File: src/rtl/cfgsr_pkg.sv
package cfgsr_pkg;

    localparam int ADDR_W  = 4;
    localparam int DATA_W  = 12;
    localparam int FRAME_W = ADDR_W + DATA_W;
    localparam int NREG    = 1 << ADDR_W;
    localparam int CNT_W   = $clog2(FRAME_W + 1);

    localparam int NCH     = 2;
    localparam int DUTY_W  = 12;
    localparam int DAC_W   = 8;
    localparam int SEL_W   = 4;
    localparam int RES_W   = 2;
    localparam int STEP_W  = 4;

    // register addresses that carry behaviour
    localparam logic [ADDR_W-1:0] A_DUTY0  = 4'd0;
    localparam logic [ADDR_W-1:0] A_BIAS0  = 4'd2;
    localparam logic [ADDR_W-1:0] A_OFS0   = 4'd4;
    localparam logic [ADDR_W-1:0] A_GAP0   = 4'd6;
    localparam logic [ADDR_W-1:0] A_GAP1   = 4'd7;
    localparam logic [ADDR_W-1:0] A_GAIN0  = 4'd8;
    localparam logic [ADDR_W-1:0] A_RATIO0 = 4'd10;
    localparam logic [ADDR_W-1:0] A_AMP    = 4'd12;
    localparam logic [ADDR_W-1:0] A_RES    = 4'd13;
    localparam logic [ADDR_W-1:0] A_STEP   = 4'd14;
    localparam logic [ADDR_W-1:0] A_CLKSRC = 4'd15;

    typedef enum logic [1:0] {
        ST_IDLE  = 2'd0,
        ST_SHIFT = 2'd1,
        ST_FULL  = 2'd2,
        ST_HOLD  = 2'd3
    } frame_state_e;

    typedef struct packed {
        logic [ADDR_W-1:0] addr;
        logic [DATA_W-1:0] data;
    } frame_t;

    // bits of each register that hold state; the rest read as zero
    function automatic logic [DATA_W-1:0] reg_mask(input int idx);
        logic [DATA_W-1:0] m;
        unique case (idx)
            0, 1:         m = {DATA_W{1'b1}};
            2, 3, 4, 5:   m = DATA_W'((1 << DAC_W) - 1);
            8, 9, 10, 11: m = DATA_W'((1 << SEL_W) - 1);
            12, 13:       m = DATA_W'(3);
            14:           m = DATA_W'((1 << (2 * STEP_W)) - 1);
            15:           m = DATA_W'(1);
            default:      m = '0;
        endcase
        return m;
    endfunction

endpackage

File: src/rtl/cfgsr_sync.sv
module cfgsr_sync #(
    parameter int W      = 4,
    parameter int STAGES = 2
) (
    input  logic         clk,
    input  logic         rst_n,
    input  logic [W-1:0] async_in,
    output logic [W-1:0] lvl,
    output logic [W-1:0] rise
);

    generate
        for (genvar b = 0; b < W; b++) begin : g_bit
            logic [STAGES-1:0] chain;
            logic              prev;

            always_ff @(posedge clk or negedge rst_n) begin
                if (!rst_n) begin
                    chain <= '0;
                    prev  <= 1'b0;
                end else begin
                    chain <= {chain[STAGES-2:0], async_in[b]};
                    prev  <= chain[STAGES-1];
                end
            end

            assign lvl[b]  = chain[STAGES-1];
            assign rise[b] = chain[STAGES-1] & ~prev;
        end
    endgenerate

endmodule

File: src/rtl/cfgsr_shifter.sv
module cfgsr_shifter
    import cfgsr_pkg::*;
(
    input  logic   clk,
    input  logic   rst_n,
    input  logic   clr,
    input  logic   sclk_rise,
    input  logic   dat_lvl,
    input  logic   stb_lvl,
    input  logic   stb_rise,
    output logic   shift_en,
    output logic   commit,
    output frame_t frame
);

    frame_state_e       state_q, state_d;
    logic [FRAME_W-1:0] shreg_q;
    logic [CNT_W-1:0]   cnt_q;
    logic               last_bit;

    assign last_bit = (cnt_q == CNT_W'(FRAME_W - 1));

    // state register
    always_ff @(posedge clk or negedge rst_n) begin
        if (!rst_n) state_q <= ST_IDLE;
        else        state_q <= state_d;
    end

    // next-state logic
    always_comb begin
        state_d = state_q;
        if (clr) begin
            state_d = ST_IDLE;
        end else if (stb_rise) begin
            state_d = ST_HOLD;
        end else begin
            unique case (state_q)
                ST_IDLE:  if (stb_lvl)        state_d = ST_HOLD;
                          else if (sclk_rise) state_d = ST_SHIFT;
                ST_SHIFT: if (sclk_rise && last_bit) state_d = ST_FULL;
                ST_FULL:  state_d = ST_FULL;
                ST_HOLD:  if (!stb_lvl)       state_d = ST_IDLE;
                default:  state_d = ST_IDLE;
            endcase
        end
    end

    // outputs of the machine
    always_comb begin
        shift_en = 1'b0;
        commit   = 1'b0;
        if (!clr) begin
            unique case (state_q)
                ST_IDLE, ST_SHIFT: shift_en = sclk_rise && !stb_lvl;
                ST_FULL:           commit   = stb_rise;
                ST_HOLD:           ;
                default:           ;
            endcase
        end
    end

    // shift register and bit counter
    always_ff @(posedge clk or negedge rst_n) begin
        if (!rst_n) begin
            shreg_q <= '0;
            cnt_q   <= '0;
        end else if (clr || stb_rise) begin
            cnt_q   <= '0;
        end else if (shift_en) begin
            shreg_q <= {dat_lvl, shreg_q[FRAME_W-1:1]};
            cnt_q   <= cnt_q + 1'b1;
        end
    end

    // first bit shifted in ends in bit 0: address low, data above
    assign frame.addr = shreg_q[ADDR_W-1:0];
    assign frame.data = shreg_q[FRAME_W-1:ADDR_W];

endmodule

File: src/rtl/cfgsr_regs.sv
module cfgsr_regs
    import cfgsr_pkg::*;
#(
    parameter logic CLKSRC_RST = 1'b0
) (
    input  logic                   clk,
    input  logic                   rst_n,
    input  logic                   clr,
    input  logic                   commit,
    input  frame_t                 frame,
    output logic [NREG*DATA_W-1:0] bank
);

    generate
        for (genvar i = 0; i < NREG; i++) begin : g_reg
            localparam logic [DATA_W-1:0] MASK = reg_mask(i);
            localparam logic [DATA_W-1:0] RSTV =
                (i == int'(A_CLKSRC)) ? DATA_W'(CLKSRC_RST) : '0;
            logic [DATA_W-1:0] q;
            logic              we;

            assign we = commit && (frame.addr == ADDR_W'(i)) && (MASK != '0);

            always_ff @(posedge clk or negedge rst_n) begin
                if (!rst_n)   q <= RSTV;
                else if (clr) q <= RSTV;
                else if (we)  q <= frame.data & MASK;
            end

            assign bank[i*DATA_W +: DATA_W] = q;
        end
    endgenerate

endmodule

File: src/rtl/cfg_serial_regfile.sv
module cfg_serial_regfile
    import cfgsr_pkg::*;
#(
    parameter int   SYNC_STAGES = 2,
    parameter logic CLKSRC_RST  = 1'b0
) (
    input  logic                         clk,
    input  logic                         rst_n,
    input  logic                         stdby_n,
    input  logic                         ser_clk,
    input  logic                         ser_dat,
    input  logic                         ser_lat,
    output logic [NCH-1:0][DUTY_W-1:0]   duty_code,
    output logic [NCH-1:0][DAC_W-1:0]    hall_bias,
    output logic [NCH-1:0][DAC_W-1:0]    hall_ofs_dac,
    output logic [NCH-1:0][SEL_W-1:0]    gain_sel,
    output logic [NCH-1:0][SEL_W-1:0]    ratio_sel,
    output logic [NCH-1:0]               amp_en,
    output logic [RES_W-1:0]             pwm_res,
    output logic [NCH-1:0][STEP_W-1:0]   step_cnt,
    output logic                         int_clk_sel
);

    localparam int IDX_CLK = 0;
    localparam int IDX_DAT = 1;
    localparam int IDX_STB = 2;
    localparam int IDX_SBY = 3;

    logic [3:0]             s_lvl, s_rise;
    logic                   clr, shift_en, commit;
    frame_t                 frame;
    logic [NREG*DATA_W-1:0] bank;

    cfgsr_sync #(.W(4), .STAGES(SYNC_STAGES)) u_sync (
        .clk      (clk),
        .rst_n    (rst_n),
        .async_in ({stdby_n, ser_lat, ser_dat, ser_clk}),
        .lvl      (s_lvl),
        .rise     (s_rise)
    );

    assign clr = ~s_lvl[IDX_SBY];

    cfgsr_shifter u_shift (
        .clk       (clk),
        .rst_n     (rst_n),
        .clr       (clr),
        .sclk_rise (s_rise[IDX_CLK]),
        .dat_lvl   (s_lvl[IDX_DAT]),
        .stb_lvl   (s_lvl[IDX_STB]),
        .stb_rise  (s_rise[IDX_STB]),
        .shift_en  (shift_en),
        .commit    (commit),
        .frame     (frame)
    );

    cfgsr_regs #(.CLKSRC_RST(CLKSRC_RST)) u_regs (
        .clk    (clk),
        .rst_n  (rst_n),
        .clr    (clr),
        .commit (commit),
        .frame  (frame),
        .bank   (bank)
    );

    function automatic logic [DATA_W-1:0] rd(input logic [ADDR_W-1:0] a);
        return bank[int'(a)*DATA_W +: DATA_W];
    endfunction

    generate
        for (genvar c = 0; c < NCH; c++) begin : g_ch
            assign duty_code[c]    = rd(A_DUTY0  + ADDR_W'(c))[DUTY_W-1:0];
            assign hall_bias[c]    = rd(A_BIAS0  + ADDR_W'(c))[DAC_W-1:0];
            assign hall_ofs_dac[c] = rd(A_OFS0   + ADDR_W'(c))[DAC_W-1:0];
            assign gain_sel[c]     = rd(A_GAIN0  + ADDR_W'(c))[SEL_W-1:0];
            assign ratio_sel[c]    = rd(A_RATIO0 + ADDR_W'(c))[SEL_W-1:0];
            assign step_cnt[c]     = rd(A_STEP)[c*STEP_W +: STEP_W];
            assign amp_en[c]       = rd(A_AMP)[c];
        end
    endgenerate

    assign pwm_res     = rd(A_RES)[RES_W-1:0];
    assign int_clk_sel = rd(A_CLKSRC)[0];

endmodule

File: config.mk
export PLATFORM = sky130hd
export DESIGN_NAME = cfg_serial_regfile
export DESIGN_NICKNAME = d
export VERILOG_FILES = /design/src/rtl/cfgsr_pkg.sv /design/src/rtl/cfgsr_sync.sv /design/src/rtl/cfgsr_shifter.sv /design/src/rtl/cfgsr_regs.sv /design/src/rtl/cfg_serial_regfile.sv
export SDC_FILE = /design/constraint.sdc
export NUM_CORES = 1
export LEC_CHECK = 0
export BUFFER_PORTS_ARGS = -buffer_cell sky130_fd_sc_hd__buf_2
export CAP_MARGIN = 20
export CORE_MARGIN = 4
export CORE_UTILIZATION = 55
export CTS_CLUSTER_SIZE = 12
export DETAILED_ROUTE_END_ITERATION = 10
export PLACE_DENSITY = 0.84
export SYNTH_ARGS = -nofsm -noshare
export SYNTH_HDL_FRONTEND = slang
export SYNTH_SLANG_ARGS = --single-unit
File: constraint.sdc
create_clock -name clk -period 2.3 [get_ports clk]
set_input_delay 0.23 -clock clk [delete_from_list [all_inputs] [get_ports clk]]
set_output_delay 0.23 -clock clk [all_outputs]
set_load 0.1 [all_outputs]
==> flow_summary.yaml, run 1 <==
clock_network:
  insertion_delay_ns: 0.51
  cts_max_level: 4
  post_cts_buffers: 0
  cts.path.max_buffers: 2
  cts_buffers: 17
  cts-root-buf: "clkbuf_8"
  cts_sinks: 118
  clk_pin_slew_ns: 0.06
  tritoncts: "done"
global_route:
  antenna_found_initial: 0
  grt_pass1_vias: 3796
  grt_remaining_overflow: 0
  grt_start_max_net_pins: 59
  track_usage_pct: 23.4
  grt_pass1_wl_mm: 20.3
synthesis:
  ys_seq_elements: 118
  synth_top_family_by_area: "simple AND/OR/NAND/NOR gates"
  synth-compound-area-share_pct: 1.56
  synth_xor_area_share_pct: 0
  synthCells: 438
  muxShareOfSynthArea_pct: 16.7
  yosys-top-cells-count: "dfrtp_1, nor2b_1, mux2i_1"
  synth_top_cell_by_area: "dfrtp_1"
  synth.top_cell.area_share_pct: 56.8
  synth-main-ff-cell: "dfrtp_1"
  seq_area_frac_synth_pct: 56.8
  synthesis.area_sq_um: 5200
  synthSimpleGateAreaFrac_pct: 20.2
  ys_top_cells_by_area: "dfrtp_1, mux2i_1, nor2b_1"
  synth-edff-count: 0
  synth.most_common_cell: "dfrtp_1"
  yosysWarnings: 0
  synth.avg_cell_area_sq_um: 11.9
  synth_fa_ha_area_share_pct: 1.68
  async_flop_share_pct: 100
  yosysUniqueCellTypes: 37
  synth_fp_nets: 451
timing:
  min_period_ns: 2.08
  report.final.slew_viol_count: 0
  final_hold_viol_count: 0
  tightestPinTransition_ns: 0.762
  period_share_pct: 90.3
  rsz0062_at_grt: "false"
  finClkSkew_ns: 0.00542
  finalSetupViolCount: 0
  max_freq_mhz: 482
  slew_headroom_pct: 49.2
  finalSetupTns_ns: 0
drt:
  drt_wl_total_mm: 11.9
  wire_per_inst_microns: 17.6
  dr.pass1.iters: 4
  vias_per_cell: 5.25
  drc: 0
  postRouteAntennaNets: 0
  first_iter_violations: 211
  vias: 3545
power_and_ir_drop:
  irDropWorstVdd_v: 0.000561
  p_sw_mw: 1.24
  switching_share_pct: 23.9
  pwr-share-comb_pct: 6.9
  powerDensity_nw_per_um2: 806
  internal_power_mw: 3.94
  leakage_nw: 3.57
  power_mw: 5.18
  power_frac_seq_pct: 42.7
  clockPowerShare_pct: 50.3
cells_and_area:
  insertedDiodeCount: 0
  drive_gt1_share_pct: 25.8
  nets: 546
  syn2layout_area_growth_pct: 23.5
critical_path:
  crit_path_max_fanout: 8
  reg2reg_setup_slack_ns: 0.22
  start_kind: "flip-flop"
  crit_start: "u_shift.state_q[0]"
  crit_cells: 6
  cp.arrival_ns: 2.46
  critPathTopFamily: "simple AND/OR/NAND/NOR gates"
  cp_slowest_cell: "dfrtp_1"
  r2r_cells: 6
  crit_chain: "inv_1 > ha_1 > and4b_1 > nand4_2 > mux2i_1 > nor2b_1"
  end_kind: "flip-flop"
  crit_type: "reg2reg"
  rr_startpoint: "u_shift.state_q[0]"
  path_buf_inv: 1
  required_ns: 2.68
  crit_path_max_incr_delay_ns: 0.41
floorplan:
  io_pins: 91
  dieWidth_microns: 105
  core-area_sq_um: 9240
  die_area_sq_um: 11100
  initial_utilization_pct: 56.3
  rows: 35
  fp.dieH_microns: 105
run:
  max_cap_viol_count: 0
place:
  gp_congestion: 0.785
  hpwl_mm: 7.55
  port_buffers: 90
hold_path:
  hp-class: "in2async"
status:
  status: "completed"
[layout by cell type, fill, tap and decap left out, drive strengths merged, types with 2 or more instances in the layout]
| master | count |
|---|---|
| nand3 | 6 |
| o21ai | 3 |
| or4 | 2 |
| mux2i | 87 |
| clkbuf | 22 |
| nand4b | 3 |
| nor3 | 2 |
| nor4b | 2 |
| nand3b | 3 |
| nor4 | 2 |
| nand4 | 4 |
| nand2b | 3 |
| dfrtp | 118 |
| bufinv | 2 |
| nand2 | 53 |
| clkinv | 2 |
| ha | 7 |
| and4 | 2 |
| a211oi | 3 |
| inv | 5 |
| dlygate4sd3 | 5 |
| nor2b | 89 |
| buf | 102 |
| clkinvlp | 5 |
| nor2 | 4 |
[repair_timing]
action / CTS / global route
hold endpoints to repair: 40 / 0
gates resized for setup: 0 / 0
hold buffers: 5 / 0
[layout make-up]
type	instances	area [sq um]
flip-flops and latches	118	2950
well taps	129	161
clock inverters	10	120
clock buffers	22	473
multi-input cells	285	2090
fillers	638	2820
inverters	4	15.0
repair buffers	107	606
[through the flow]
| stage | instances | hold slack, ns | setup WS, ns | utilization [%] | cell area [sq um] |
|---|---|---|---|---|---|
| final | 675 | 0.238 | 0.224 | 69.5 | 6420 |
| after global routing | 675 | 0.274 | 0.0488 | 69.5 | 6420 |
| after CTS | 675 | 0.236 | 0.222 | 69.5 | 6420 |
| after detailed placement | 638 | 0.243 | 0.307 | 62.6 | 5780 |
| after global placement | 638 | 0.234 | 0.407 | 62.6 | 5780 |
| after floorplan | 438 | -0.0656 | 0.470 | - | 5200 |
[worst paths after layout]
path,endpoint
max,u_regs.g_reg[2].q[3]
min,u_regs.g_reg[14].q[0]
max reg2reg,u_regs.g_reg[2].q[3]
min reg2reg,u_sync.g_bit[0].chain[1]
max in group asynchronous,u_regs.g_reg[0].q[9]
min in group clk,u_sync.g_bit[0].chain[1]
[registers in the layout (all words and copies together) (netlist names)]
register and count:
u_regs.g.q 85, u_shift.shreg_q 16, u_sync.g_bit.chain 8, u_shift.cnt_q 5, u_shift.state_q 2, u_sync.g_bit.prev 2
[per-layer routing]
layer  vias up  GRT usage [%]  routed length (microns)
met2       105           37.1                     5880
met1      1762           30.2                     5140
met5         -              0                        0
met4         0           10.3                      332
met3        24           6.49                      553
li1       1654              -                        -
[kinds of logic after synthesis]
| kind of cell | after synthesis |
|---|---|
| DFF | 118 |
| AOI/OAI and AO/OA | 12 |
| adders and majority gates | 7 |
| and+or+nand+nor | 179 |
| buffers and inverters | 35 |
| muxes | 87 |
[power groups by stage]
stage,sequential [mW],combinational (mW),clock [mW]
2_1_floorplan,2.23,0.240,0
5_1_grt,2.22,0.404,2.75
4_1_cts,2.21,0.364,2.64
3_3_place_gp,2.24,0.333,0
3_5_place_dp,2.25,0.352,0
6_report,2.21,0.358,2.61
No activity file was read; power rests on OpenSTA's default activity.
==> run 2: changes to the inputs <==
Settings changed: PLACE_DENSITY 0.84 to 0.82, SYNTH_HIERARCHICAL set to 1.
==> run 2 against run 1 <==
Die area grew 2.1%. Sequential power down 2%. Total power increased by 1.8%. Synthesized cell count fell by 6.4%. Largest cell class unchanged. Utilization up 0.54 points. Clock power up 6%. Clock skew up 0.0048 ns. Routed wire length is 2.9% lower. Worst setup slack gained 0.044 ns. Sequential cell count is the same. First-iteration DRC count decreased by 29%.
==> flow_summary.yaml, run 2 <==
clock_network:
  cts.path.max_buffers: 2
  post_cts_buffers: 0
  cts-root-buf: "clkbuf_8"
  cts_sinks: 118
  cts_buffers: 17
  cts_resized: 0
  clk_pin_slew_ns: 0.06
  insertion_delay_ns: 0.51
  tritoncts: "done"
  cts_max_level: 4
power_and_ir_drop:
  irDropWorstVdd_v: 0.000401
  powerDensity_nw_per_um2: 806
  leakage_nw: 3.63
global_route:
  track_usage_pct: 22.1
  grt_pass1_vias: 3671
  grt_remaining_overflow: 0
  grt_pass1_wl_mm: 19.1
  antenna_found_initial: 0
  grt_start_max_net_pins: 76
timing:
  rsz0062_at_grt: "false"
  finalSetupViolCount: 0
  max_freq_mhz: 492
  report.final.slew_viol_count: 0
  finClkSkew_ns: 0.0102
  finalSetupTns_ns: 0
  tightestPinTransition_ns: 0.712
  final_hold_viol_count: 0
  period_share_pct: 88.4
  slew_headroom_pct: 52.5
  min_period_ns: 2.03
synthesis:
  yosysWarnings: 6
  synthCells: 410
  synth.avg_cell_area_sq_um: 13.0
  synthesis.area_sq_um: 5320
  synth_fp_nets: 422
floorplan:
  die_area_sq_um: 11300
  io_pins: 91
  dieWidth_microns: 106
  initial_utilization_pct: 57.0
  fp.dieH_microns: 106
  core-area_sq_um: 9330
  rows: 35
cells_and_area:
  nets: 518
  instances_no_fill: 648
  final_cell_mix: "dfrtp_1, nand2b_1, buf_2"
  regMostFlops: "u_regs/g.q"
  top_regs: "u_regs/g.q: 85 flops, u_shift/shreg_q: 16 flops, u_sync/g_bit.chain: 8 flops"
  syn2layout_area_growth_pct: 22.8
  seq_area_sq_um: 2950
  multi_input_area_sq_um: 2190
  largest_reg_flops: 85
  layout_commonest_cell: "dfrtp_1"
  drive_gt1_share_pct: 31.6
  insertedDiodeCount: 0
  fillers: 657
place:
  dp.cells: 611
  gp_congestion: 0.847
  hpwl_mm: 7.39
  port_buffers: 90
drt:
  vias: 3389
  dr.pass1.iters: 6
  postRouteAntennaNets: 0
  vias_per_cell: 5.23
  drc: 0
  first_iter_violations: 149
  wire_per_inst_microns: 17.8
  drt_wl_total_mm: 11.6
critical_path:
  r2r_cells: 5
  crit_cells: 5
  crit_start: "u_sync/g_bit[2].chain[1]"
  path_buf_inv: 0
  rr_startpoint: "u_sync/g_bit[2].chain[1]"
  start_kind: "flip-flop"
  crit_path_max_fanout: 7
  crit_path_max_incr_delay_ns: 0.43
  required_ns: 2.73
  cp.arrival_ns: 2.46
  end_kind: "flip-flop"
  critPathTopFamily: "simple AND/OR/NAND/NOR gates"
  crit_chain: "nor2b_4 > and3b_2 > nor3b_4 > and2_1 > mux2i_1"
  crit_type: "reg2reg"
  cp_slowest_cell: "dfrtp_1"
run:
  max_cap_viol_count: 0
status:
  status: "completed"
hold_path:
  hp-class: "in2async"
[run 2: routing by layer]
metal	part of all wire (%)	up-vias	GRT usage [%]
met5	0	-	0
li1	-	1580	-
met2	50	91	36.1
met4	2.2	0	9.07
met1	44	1704	28.3
met3	4.2	14	5.16
[run 2: worst paths after layout]
check,endpoint,slack [ns]
max,u_regs/g_reg[0].q[8],0.27
min,u_shift/cnt_q[1],0.25
max reg2reg,u_regs/g_reg[0].q[8],0.27
min reg2reg,u_sync/g_bit[1].chain[1],0.35
max in group asynchronous,u_regs/g_reg[14].q[1],1.45
min in group clk,u_sync/g_bit[1].chain[1],0.35
[run 2: layout make-up]
cell class / count / share of cell area [%]
Multi-Input combinational cell: 262 / 33.5
Sequential cell: 118 / 45.2
Clock inverter: 15 / 3.33
Timing Repair Buffer: 102 / 8.88
Inverter: 5 / 0.287
Clock buffer: 17 / 6.34
Tap cell: 129 / 2.47
[run 2: where the power goes]
| part | internal (mW) | leakage (nW) | switching [mW] | total [mW] |
|---|---|---|---|---|
| Sequential | 2.12 | 1.62 | 0.0396 | 2.16 |
| Combinational | 0.147 | 1.70 | 0.188 | 0.335 |
| Clock | 1.79 | 0.306 | 0.987 | 2.77 |
[run 2: per-stage QoR]
step	power (mW)	hold WS (ns)	setup WS [ns]	instance area, sq um	util, %
after global placement	2.51	0.238	0.428	5850	62.7
after detailed placement	2.52	0.243	0.276	5850	62.7
after CTS	5.32	0.247	0.282	6540	70.1
after floorplan	2.43	-0.0656	0.566	5320	-
after global routing	5.47	0.281	0.166	6540	70.1
final	5.27	0.251	0.268	6540	70.1
[run 2: timing repair]
item | in CTS | in global routing
setup endpoints to repair | 0 | 0
endpoints found under the hold margin | 40 | 0
hold buffers | 5 | 0
